===== src/rtl/irq_arb_pkg.sv =====
package irq_arb_pkg;
  localparam int LINES_PER_BANK = 32;
  localparam int PRIO_W         = 5;
  localparam int MAX_BANKS      = 4;
endpackage


===== src/rtl/irq_pick_tree.sv =====
// Balanced reduction tree over N candidates (N a power of two).
// At each node the upper-index child wins when its urgency is <= the lower
// child's, which yields "smaller value wins, ties go to the higher index"
// without comparing line numbers.
module irq_pick_tree
  import irq_arb_pkg::*;
#(
  parameter int N      = 32,
  parameter int LINE_W = 7
) (
  input  logic [N-1:0]             leaf_vld,
  input  logic [N-1:0][PRIO_W-1:0] leaf_pri,
  input  logic [N-1:0][LINE_W-1:0] leaf_line,
  output logic                     root_vld,
  output logic [PRIO_W-1:0]        root_pri,
  output logic [LINE_W-1:0]        root_line
);
  localparam int LEVELS = $clog2(N);

  for (genvar l = 0; l <= LEVELS; l++) begin : g_lvl
    localparam int W = N >> l;
    logic [W-1:0]             v;
    logic [W-1:0][PRIO_W-1:0] p;
    logic [W-1:0][LINE_W-1:0] ln;

    if (l == 0) begin : g_leaf
      assign v  = leaf_vld;
      assign p  = leaf_pri;
      assign ln = leaf_line;
    end else begin : g_node
      for (genvar k = 0; k < W; k++) begin : g_k
        logic take_hi;
        assign take_hi = g_lvl[l-1].v[2*k+1] &&
                         (!g_lvl[l-1].v[2*k] ||
                          (g_lvl[l-1].p[2*k+1] <= g_lvl[l-1].p[2*k]));
        assign v[k]  = g_lvl[l-1].v[2*k] | g_lvl[l-1].v[2*k+1];
        assign p[k]  = take_hi ? g_lvl[l-1].p[2*k+1]  : g_lvl[l-1].p[2*k];
        assign ln[k] = take_hi ? g_lvl[l-1].ln[2*k+1] : g_lvl[l-1].ln[2*k];
      end
    end
  end

  assign root_vld  = g_lvl[LEVELS].v[0];
  assign root_pri  = g_lvl[LEVELS].p[0];
  assign root_line = g_lvl[LEVELS].ln[0];
endmodule


===== src/rtl/irq_bank_pick.sv =====
// One bank: eligibility filter plus a 32-leaf winner tree.
module irq_bank_pick
  import irq_arb_pkg::*;
#(
  parameter int BANK_IDX = 0,
  parameter int LINE_W   = 7
) (
  input  logic                                  class_sel_i,
  input  logic [LINES_PER_BANK-1:0]             pend_i,
  input  logic [LINES_PER_BANK-1:0]             mask_i,
  input  logic [LINES_PER_BANK-1:0]             cls_i,
  input  logic [LINES_PER_BANK-1:0][PRIO_W-1:0] prio_i,
  output logic                                  hit_o,
  output logic [PRIO_W-1:0]                     pri_o,
  output logic [LINE_W-1:0]                     line_o
);
  logic [LINES_PER_BANK-1:0]             elig;
  logic [LINES_PER_BANK-1:0][LINE_W-1:0] line_no;

  assign elig = pend_i & ~mask_i & ~(cls_i ^ {LINES_PER_BANK{class_sel_i}});

  for (genvar g = 0; g < LINES_PER_BANK; g++) begin : g_num
    assign line_no[g] = LINE_W'(BANK_IDX * LINES_PER_BANK + g);
  end

  irq_pick_tree #(.N(LINES_PER_BANK), .LINE_W(LINE_W)) u_tree (
    .leaf_vld  (elig),
    .leaf_pri  (prio_i),
    .leaf_line (line_no),
    .root_vld  (hit_o),
    .root_pri  (pri_o),
    .root_line (line_o)
  );
endmodule


===== src/rtl/irq_class_arbiter.sv =====
module irq_class_arbiter
  import irq_arb_pkg::*;
#(
  parameter  int NUM_BANKS = 4,
  localparam int LINES     = NUM_BANKS * LINES_PER_BANK,
  localparam int LINE_W    = $clog2(LINES)
) (
  input  logic                     clk,
  input  logic                     rst_n,
  input  logic                     class_sel_i,
  input  logic [LINES-1:0]         pend_i,
  input  logic [LINES-1:0]         mask_i,
  input  logic [LINES-1:0]         cls_i,
  input  logic [LINES*PRIO_W-1:0]  prio_i,
  output logic                     win_valid_o,
  output logic [LINE_W-1:0]        win_line_o
);
  localparam int SLOTS  = 1 << $clog2(NUM_BANKS);
  localparam int BANK_B = LINES_PER_BANK * PRIO_W;

  logic [SLOTS-1:0]             bank_vld;
  logic [SLOTS-1:0][PRIO_W-1:0] bank_pri;
  logic [SLOTS-1:0][LINE_W-1:0] bank_line;

  for (genvar b = 0; b < SLOTS; b++) begin : g_bank
    if (b < NUM_BANKS) begin : g_live
      logic [LINES_PER_BANK-1:0][PRIO_W-1:0] pri_slice;
      assign pri_slice = prio_i[b*BANK_B +: BANK_B];
      irq_bank_pick #(.BANK_IDX(b), .LINE_W(LINE_W)) u_bank (
        .class_sel_i (class_sel_i),
        .pend_i      (pend_i[b*LINES_PER_BANK +: LINES_PER_BANK]),
        .mask_i      (mask_i[b*LINES_PER_BANK +: LINES_PER_BANK]),
        .cls_i       (cls_i[b*LINES_PER_BANK +: LINES_PER_BANK]),
        .prio_i      (pri_slice),
        .hit_o       (bank_vld[b]),
        .pri_o       (bank_pri[b]),
        .line_o      (bank_line[b])
      );
    end else begin : g_pad
      assign bank_vld[b]  = 1'b0;
      assign bank_pri[b]  = '0;
      assign bank_line[b] = '0;
    end
  end

  logic              root_vld;
  logic [PRIO_W-1:0] root_pri_unused;
  logic [LINE_W-1:0] root_line;

  irq_pick_tree #(.N(SLOTS), .LINE_W(LINE_W)) u_cross (
    .leaf_vld  (bank_vld),
    .leaf_pri  (bank_pri),
    .leaf_line (bank_line),
    .root_vld  (root_vld),
    .root_pri  (root_pri_unused),
    .root_line (root_line)
  );

  always_ff @(posedge clk or negedge rst_n) begin
    if (!rst_n) begin
      win_valid_o <= 1'b0;
      win_line_o  <= '0;
    end else begin
      win_valid_o <= root_vld;
      win_line_o  <= root_vld ? root_line : '0;
    end
  end
endmodule


===== config.mk =====
export PLATFORM = sky130hd
export DESIGN_NAME = irq_class_arbiter
export DESIGN_NICKNAME = d
export VERILOG_FILES = /design/src/rtl/irq_arb_pkg.sv /design/src/rtl/irq_pick_tree.sv /design/src/rtl/irq_bank_pick.sv /design/src/rtl/irq_class_arbiter.sv
export SDC_FILE = /design/constraint.sdc
export NUM_CORES = 1
export LEC_CHECK = 0
export BUFFER_PORTS_ARGS = -buffer_cell sky130_fd_sc_hd__buf_2
export CAP_MARGIN = 20
export CELL_PAD_IN_SITES_DETAIL_PLACEMENT = 0
export CELL_PAD_IN_SITES_GLOBAL_PLACEMENT = 1
export CORE_AREA = 2 2 403 405
export DETAILED_ROUTE_END_ITERATION = 8
export DIE_AREA = 0 0 405 407
export PLACE_DENSITY = 0.43
export SYNTH_ARGS = -nofsm -noshare
export SYNTH_HDL_FRONTEND = slang
export SYNTH_SLANG_ARGS = --single-unit

===== constraint.sdc =====
create_clock -name clk -period 0.8 [get_ports clk]
set_input_delay 0.08 -clock clk [delete_from_list [all_inputs] [get_ports clk]]
set_output_delay 0.08 -clock clk [all_outputs]
set_load 0.02 [all_outputs]

==> flow_metrics.py, run 1 <==
metrics = {
    "run_status": {
        "status": "complete, but fails checks",
        "violations": "setup timing",
    },
    "detailed_routing": {
        "postRouteWirelength_microns": 167000,
        "top_layer": "met5",
        "drc_errors": 0,
        "drt-wirelength-per-cell_microns": 18.0,
        "drt_first_iter_violations": 1244,
        "route.detailed.vias_per_inst": 4.32,
        "route.vias.total": 40094,
        "route.antenna.remaining_nets": 0,
        "met2_length_microns": 86500,
        "firstDrtPassIters": 5,
        "drt-met1-wl_microns": 69900,
        "wl_met3_microns": 6400,
    },
    "die": {
        "chipWidth_microns": 405,
        "ios": 1035,
        "effective_utilization_at_floorplan": 0.181,
        "rows": 147,
        "fp.dieArea_sq_mm": 0.165,
        "chipHeight_microns": 407,
        "core_sq_mm": 0.160,
    },
    "global_route": {
        "grt_antenna_before_repair": 71,
        "grt_pass1_wl_microns": 242000,
        "first_global_vias": 41127,
        "grt_start_max_net_pins": 13,
        "grt_remaining_overflow": 0,
        "track_usage": 0.192,
    },
    "final_layout": {
        "register_area_sq_um": 208,
        "filler_cell_count": 17420,
        "final_cell_mix": "sky130_fd_sc_hd__buf_4, sky130_fd_sc_hd__buf_2, sky130_fd_sc_hd__inv_1",
        "mostFrequentLayoutCell": "sky130_fd_sc_hd__buf_4",
        "multi_input_comb_area_sq_mm": 0.0294,
        "finalNonFillerCells": 9281,
        "area_delta_synth_final_pct": 92.0,
        "drive_gt1_frac": 0.531,
        "nNetsFinal": 8714,
    },
    "clock_network": {
        "cts_tree": "done",
        "cts.clk_slew.worst_paths_ns": 0.04,
        "ctsLongestPathBuffers": 2,
        "cts_max_level": 1,
        "cts.sink_count": 8,
        "cts-buffers-inserted": 3,
        "cts.root.buffer_cell": "sky130_fd_sc_hd__clkbuf_16",
    },
    "placed_design": {
        "placed_cells_incl_taps": 9102,
        "dp_hpwl_microns": 153000,
        "globalplace.congestion": 0.905,
        "io_buffer_count": 1034,
    },
    "power": {
        "power.density_cell_area_mw_per_mm2": 1750,
        "total_power_mw": 97.6,
        "total_leakage_power_nw": 29.6,
        "max-vdd-ir-drop_v": 0.00366,
    },
    "setup_path": {
        "crit_top_cell": "sky130_fd_sc_hd__ha_4",
        "cp_slowest_cell": "sky130_fd_sc_hd__or3b_2",
        "cp.arrival_ns": 10.98,
        "setup.worst_path.class": "in -> reg",
        "timing.critical_path.to_type": "flip-flop",
        "cp_max_fo": 7,
        "timing.critical_path.required_ns": 0.92,
        "worstPathBufferInverterCount": 7,
        "critPathLaunchType": "input pin",
        "crit_path_max_incr_delay_ns": 0.43,
        "worst_path_dominant_cell_family": "compound AO/OA/AOI/OAI gates",
    },
    "sta": {
        "rsz0062_at_grt": "yes",
        "max_freq_mhz": 92.1,
        "maxSlewHeadroom": 0.503,
        "final.min_clock_period_ns": 10.86,
        "fin_crit_sh": 13.6,
        "setup_slack_ns": -10.06,
        "report.final.setup_viol": 16,
        "slew_of_the_pin_with_the_lowest_slew_margin_ns": 0.736,
        "final_hold_viol_count": 0,
        "max_slew_violation_total_from_the_final_report": 0,
    },
    "synthesis": {
        "netlist-cell-type-count": 102,
        "netlist_area_sq_mm": 0.0290,
        "synthesized_instance_count": 4060,
        "postSynth.topFlopCell": "sky130_fd_sc_hd__dfrtp_1",
        "synth_enable_flop_cells": 0,
        "yosys_register_bits": 8,
        "synth.yosys.warnings": 0,
        "postSynthAreaPerCell_sq_um": 7.15,
        "syn-num-nets": 5674,
        "synth_seq_area_share": 0.00690,
        "asyncSetResetFlopFracSynth": 1.00,
    },
    "flow_run": {
        "max_cap_violations": 0,
    },
    "min_path": {
        "worstHoldPathType": "in -> async",
    },
}
-- layer usage --
| layer | GRT usage | vias to the layer above |
|---|---|---|
| li1 | - | 20785 |
| met1 | 0.225 | 18343 |
| met2 | 0.368 | 759 |
| met3 | 0.0236 | 165 |
| met4 | 0.0387 | 42 |
| met5 | 0 | - |
-- where the power goes --
part | internal [mW] | switching [mW] | total [mW]
logic | 51.2 | 44.4 | 95.7
registers | 0.797 | 0.312 | 1.11
clock network | 0.646 | 0.207 | 0.852
-- synth_stat cells (all sizes together), types with 15 or more instances --
| cell type | instances | area (sq um) |
|---|---|---|
| a211oi | 43 | 338 |
| nor3b | 52 | 395 |
| and2 | 36 | 225 |
| a211o | 24 | 210 |
| xor2 | 70 | 613 |
| nand3b | 58 | 435 |
| clkbuf | 29 | 109 |
| nand2 | 250 | 938 |
| nand4 | 25 | 156 |
| a31oi | 50 | 355 |
| or3 | 19 | 119 |
| inv | 614 | 2300 |
| nor3 | 39 | 195 |
| xnor2 | 78 | 683 |
| nand3 | 86 | 430 |
| and3 | 64 | 400 |
| buf | 25 | 186 |
| nand2b | 67 | 419 |
| o211ai | 30 | 225 |
| a21oi | 314 | 1610 |
| o22ai | 17 | 106 |
| and4 | 21 | 184 |
| nor2 | 248 | 931 |
| a21o | 63 | 473 |
| nor2b | 115 | 719 |
| or2 | 26 | 163 |
| mux2 | 100 | 1130 |
| a221o | 15 | 150 |
| o21ai | 233 | 1190 |
| mux2i | 299 | 3000 |
| o21a | 108 | 811 |
| ha | 587 | 7340 |
| o221ai | 17 | 149 |
-- sequential cells by signal, summed over array words and instances, names as in the netlist --
signal and cells:
win_line_o 7, win_valid_o 1
-- path summary, 6_finish.rpt --
| path | from | endpoint | slack (ns) | cells after the start |
|---|---|---|---|---|
| setup / recovery | prio_i[454] | win_line_o[0] | -10.06 | 63 |
| max in group asynchronous | rst_n | win_valid_o | 0.27 | 2 |
| min in group clk | win_line_o[4] | win_line_o[4] | 0.82 | 1 |
| hold / removal | rst_n | win_line_o[5] | 0.34 | 2 |
-- cell type report --
| class | instances | share of cell area |
|---|---|---|
| Antenna cell | 23 | 0.00103 |
| Tap cell | 2160 | 0.0485 |
| Timing Repair Buffer | 3089 | 0.377 |
| Sequential cell | 8 | 0.00373 |
| Inverter | 615 | 0.0414 |
| Clock buffer | 3 | 0.00135 |
| Multi-Input combinational cell | 3383 | 0.527 |
-- cells by family (layout without fill, tap and decap cells) --
logic type	count (synthesis)	in the layout	share of synthesized area
simple gates	1146	1146	0.208
compound gates	1095	1095	0.252
buf+inv	669	3707	0.0897
fa+ha+maj	595	595	0.256
mux	399	399	0.142
xor+xnor	148	148	0.0446
flops	8	8	0.00690
other cells	0	23	0
-- what timing repair did --
| action | 4_1_cts | 5_1_grt |
|---|---|---|
| gates resized for setup | 363 | 304 |
| hold buffers | 1 | 0 |
| endpoints found under the setup margin | 16 | 16 |
| cloned | 3 | 0 |
| pin swaps | 103 | 150 |
| setup buffers | 99 | 52 |
| hold endpoints to repair | 8 | 0 |
-- per-stage QoR --
step | hold slack, ns | cell area (sq um) | TNS (ns) | worst slack [ns] | util
floorplan | -0.216 | 29600 | -73.41 | -10.56 | -
global placement | -0.0516 | 51400 | -79.39 | -11.12 | 0.321
detailed placement | -0.0561 | 51400 | -80.07 | -11.26 | 0.321
CTS | 0.353 | 53900 | -73.18 | -10.20 | 0.337
global route | 0.370 | 55700 | -77.37 | -10.74 | 0.348
finish | 0.335 | 55700 | -72.31 | -10.06 | 0.348
Note: power is estimated with default switching activity, not from simulation.
==> run 2: changes to the inputs <==
--- a/config.mk
+++ b/config.mk
@@ -5,14 +5,14 @@
 export SDC_FILE = /design/constraint.sdc
 export NUM_CORES = 1
 export LEC_CHECK = 0
-export BUFFER_PORTS_ARGS = -buffer_cell sky130_fd_sc_hd__buf_2
 export CAP_MARGIN = 20
 export CELL_PAD_IN_SITES_DETAIL_PLACEMENT = 0
 export CELL_PAD_IN_SITES_GLOBAL_PLACEMENT = 1
-export CORE_AREA = 2 2 403 405
+export CORE_AREA = 2 2 398 400
 export DETAILED_ROUTE_END_ITERATION = 8
-export DIE_AREA = 0 0 405 407
-export PLACE_DENSITY = 0.43
+export DIE_AREA = 0 0 400 402
+export DONT_BUFFER_PORTS = 1
+export PLACE_DENSITY = 0.36
 export SYNTH_ARGS = -nofsm -noshare
 export SYNTH_HDL_FRONTEND = slang
 export SYNTH_SLANG_ARGS = --single-unit
==> run 2 against run 1 <==
Against the previous run: the run ends with hold timing, setup timing left; final cell count down 16%; non-clock buffer count down 1418; final area down 15%; largest cell class unchanged; die area down 2.4%.
==> flow_metrics.py, run 2 (same netlist as run 1, synthesis figures left out) <==
metrics = {
    "sta": {
        "slew_of_the_pin_with_the_lowest_slew_margin_ns": 0.941,
        "setup_slack_ns": -10.04,
        "final_hold_viol_count": 8,
        "final.min_clock_period_ns": 10.84,
        "rsz0062_at_grt": "yes",
        "fin_crit_sh": 13.6,
        "report.final.setup_viol": 15,
        "worst_hold_slack_ns": -0.0596,
        "max_freq_mhz": 92.2,
        "maxSlewHeadroom": 0.365,
        "max_slew_violation_total_from_the_final_report": 0,
    },
    "setup_path": {
        "worstSetupStartpoint": "class_sel_i",
        "cp_max_fo": 134,
        "worstPathBufferInverterCount": 9,
        "worst_path_dominant_cell_family": "compound AO/OA/AOI/OAI gates",
        "setup.worst_path.class": "in -> reg",
        "critPathLaunchType": "input pin",
        "cp_slowest_cell": "sky130_fd_sc_hd__xor2_1",
        "timing.critical_path.to_type": "flip-flop",
        "crit_path_max_incr_delay_ns": 0.61,
        "cp_num_cells": 63,
        "crit_top_cell": "sky130_fd_sc_hd__a21oi_2",
        "timing.critical_path.required_ns": 0.92,
        "cp.arrival_ns": 10.96,
        "critPathCapture": "win_line_o[0]",
    },
    "final_layout": {
        "area_delta_synth_final_pct": 63.5,
        "final_cell_mix": "sky130_fd_sc_hd__buf_4, sky130_fd_sc_hd__inv_1, sky130_fd_sc_hd__ha_1",
        "finalInstanceArea_sq_mm": 0.0475,
        "mostFrequentLayoutCell": "sky130_fd_sc_hd__buf_4",
        "reg_top3": "win_line_o (7), win_valid_o (1)",
        "largest_reg_flops": 7,
        "drive_gt1_frac": 0.414,
        "registers.top_by_ff_count": "win_line_o",
        "finalNonFillerCells": 7764,
        "nNetsFinal": 7296,
    },
    "die": {
        "core_sq_mm": 0.157,
        "chipHeight_microns": 402,
        "fp.dieArea_sq_mm": 0.161,
        "effective_utilization_at_floorplan": 0.185,
        "rows": 146,
        "ios": 1035,
        "chipWidth_microns": 400,
    },
    "clock_network": {
        "cts.clk_slew.worst_paths_ns": 0.04,
        "cts_hold_buf": 1,
        "cts.sink_count": 8,
        "ctsLongestPathBuffers": 2,
        "cts-buffers-inserted": 3,
        "cts_tree": "done",
        "cts_max_level": 1,
        "cts.root.buffer_cell": "sky130_fd_sc_hd__clkbuf_16",
    },
    "power": {
        "power.density_cell_area_mw_per_mm2": 1990,
        "max-vdd-ir-drop_v": 0.00335,
        "total_power_mw": 94.2,
        "total_leakage_power_nw": 23.7,
    },
    "min_path": {
        "worstHoldPathType": "in -> async",
    },
    "global_route": {
        "grt_remaining_overflow": 0,
        "grt_antenna_before_repair": 13,
        "grt_start_max_net_pins": 135,
        "grt_pass1_wl_microns": 225000,
        "first_global_vias": 35697,
        "track_usage": 0.183,
    },
    "detailed_routing": {
        "firstDrtPassIters": 5,
        "route.detailed.vias_per_inst": 4.48,
        "drc_errors": 0,
        "route.vias.total": 34801,
        "postRouteWirelength_microns": 155000,
        "route.antenna.remaining_nets": 0,
        "drt_first_iter_violations": 1158,
        "drt-wirelength-per-cell_microns": 20.0,
    },
    "placed_design": {
        "dp_hpwl_microns": 142000,
        "placed_cells_incl_taps": 7610,
        "placedInstanceArea_sq_mm": 0.0434,
        "io_buffer_count": 0,
        "globalplace.congestion": 0.906,
    },
    "run_status": {
        "violations": "hold timing, setup timing",
        "status": "complete, but fails checks",
    },
    "flow_run": {
        "max_cap_violations": 0,
    },
}
==> run 2: changes by cell type in the layout (fill, tap and decap cells not counted), moves of 8 or more <==
cell,before,now
sky130_fd_sc_hd__buf_2,1026,1
sky130_fd_sc_hd__buf_4,2004,1611
sky130_fd_sc_hd__diode_2,23,12
sky130_fd_sc_hd__ha_4,33,41
sky130_fd_sc_hd__inv_1,597,589
sky130_fd_sc_hd__mux2i_1,202,214
sky130_fd_sc_hd__mux2i_4,34,17
sky130_fd_sc_hd__nor3b_1,27,43
sky130_fd_sc_hd__nor3b_2,25,9
==> run 2: power by group <==
group | internal [mW] | leakage (nW) | total, mW | switching [mW]
combinational | 49.9 | 23.6 | 92.3 | 42.4
sequential | 0.753 | 0.0877 | 1.09 | 0.338
clock | 0.649 | 0.0370 | 0.887 | 0.238
==> run 2: worst min path at each step <==
| stage | startpoint | end | slack [ns] |
|---|---|---|---|
| after floorplan | rst_n | win_line_o[0] | -0.22 |
| after global placement | rst_n | win_line_o[5] | -0.21 |
| after detailed placement | rst_n | win_line_o[5] | -0.21 |
| after CTS | rst_n | win_line_o[5] | 0.33 |
| after global routing | rst_n | win_line_o[5] | -0.05 |
| final | rst_n | win_line_o[5] | -0.06 |
==> run 2: final cells by class <==
class,instances,area (sq um)
multi-input combinational,3383,29400
clock buffer,3,75.1
sequential,8,205
antenna,12,30.0
tap,2072,2590
inverter,615,2340
timing repair buffer,1671,12800
fill,17165,110000
==> run 2: repair_timing <==
action,4_1_cts,5_1_grt
endpoints found under the setup margin,16,19
pin swaps,124,128
gates cloned,1,0
setup buffers,94,48
resized for setup,393,261
hold endpoints to repair,8,8
==> run 2: per-layer routing <==
layer	part of all wire	global-route usage	routed length (microns)
met5	0.000084	0	13
met4	0.020	0.0348	3050
met3	0.053	0.0345	8260
met2	0.51	0.344	79300
met1	0.42	0.214	64400
==> run 2: stage by stage <==
step	worst slack, ns	util	setup TNS, ns
floorplan	-10.56	-	-73.41
global placement	-11.32	0.276	-80.54
detailed placement	-11.35	0.276	-80.81
CTS	-9.99	0.292	-71.54
global route	-10.57	0.302	-75.44
finish	-10.04	0.302	-71.69
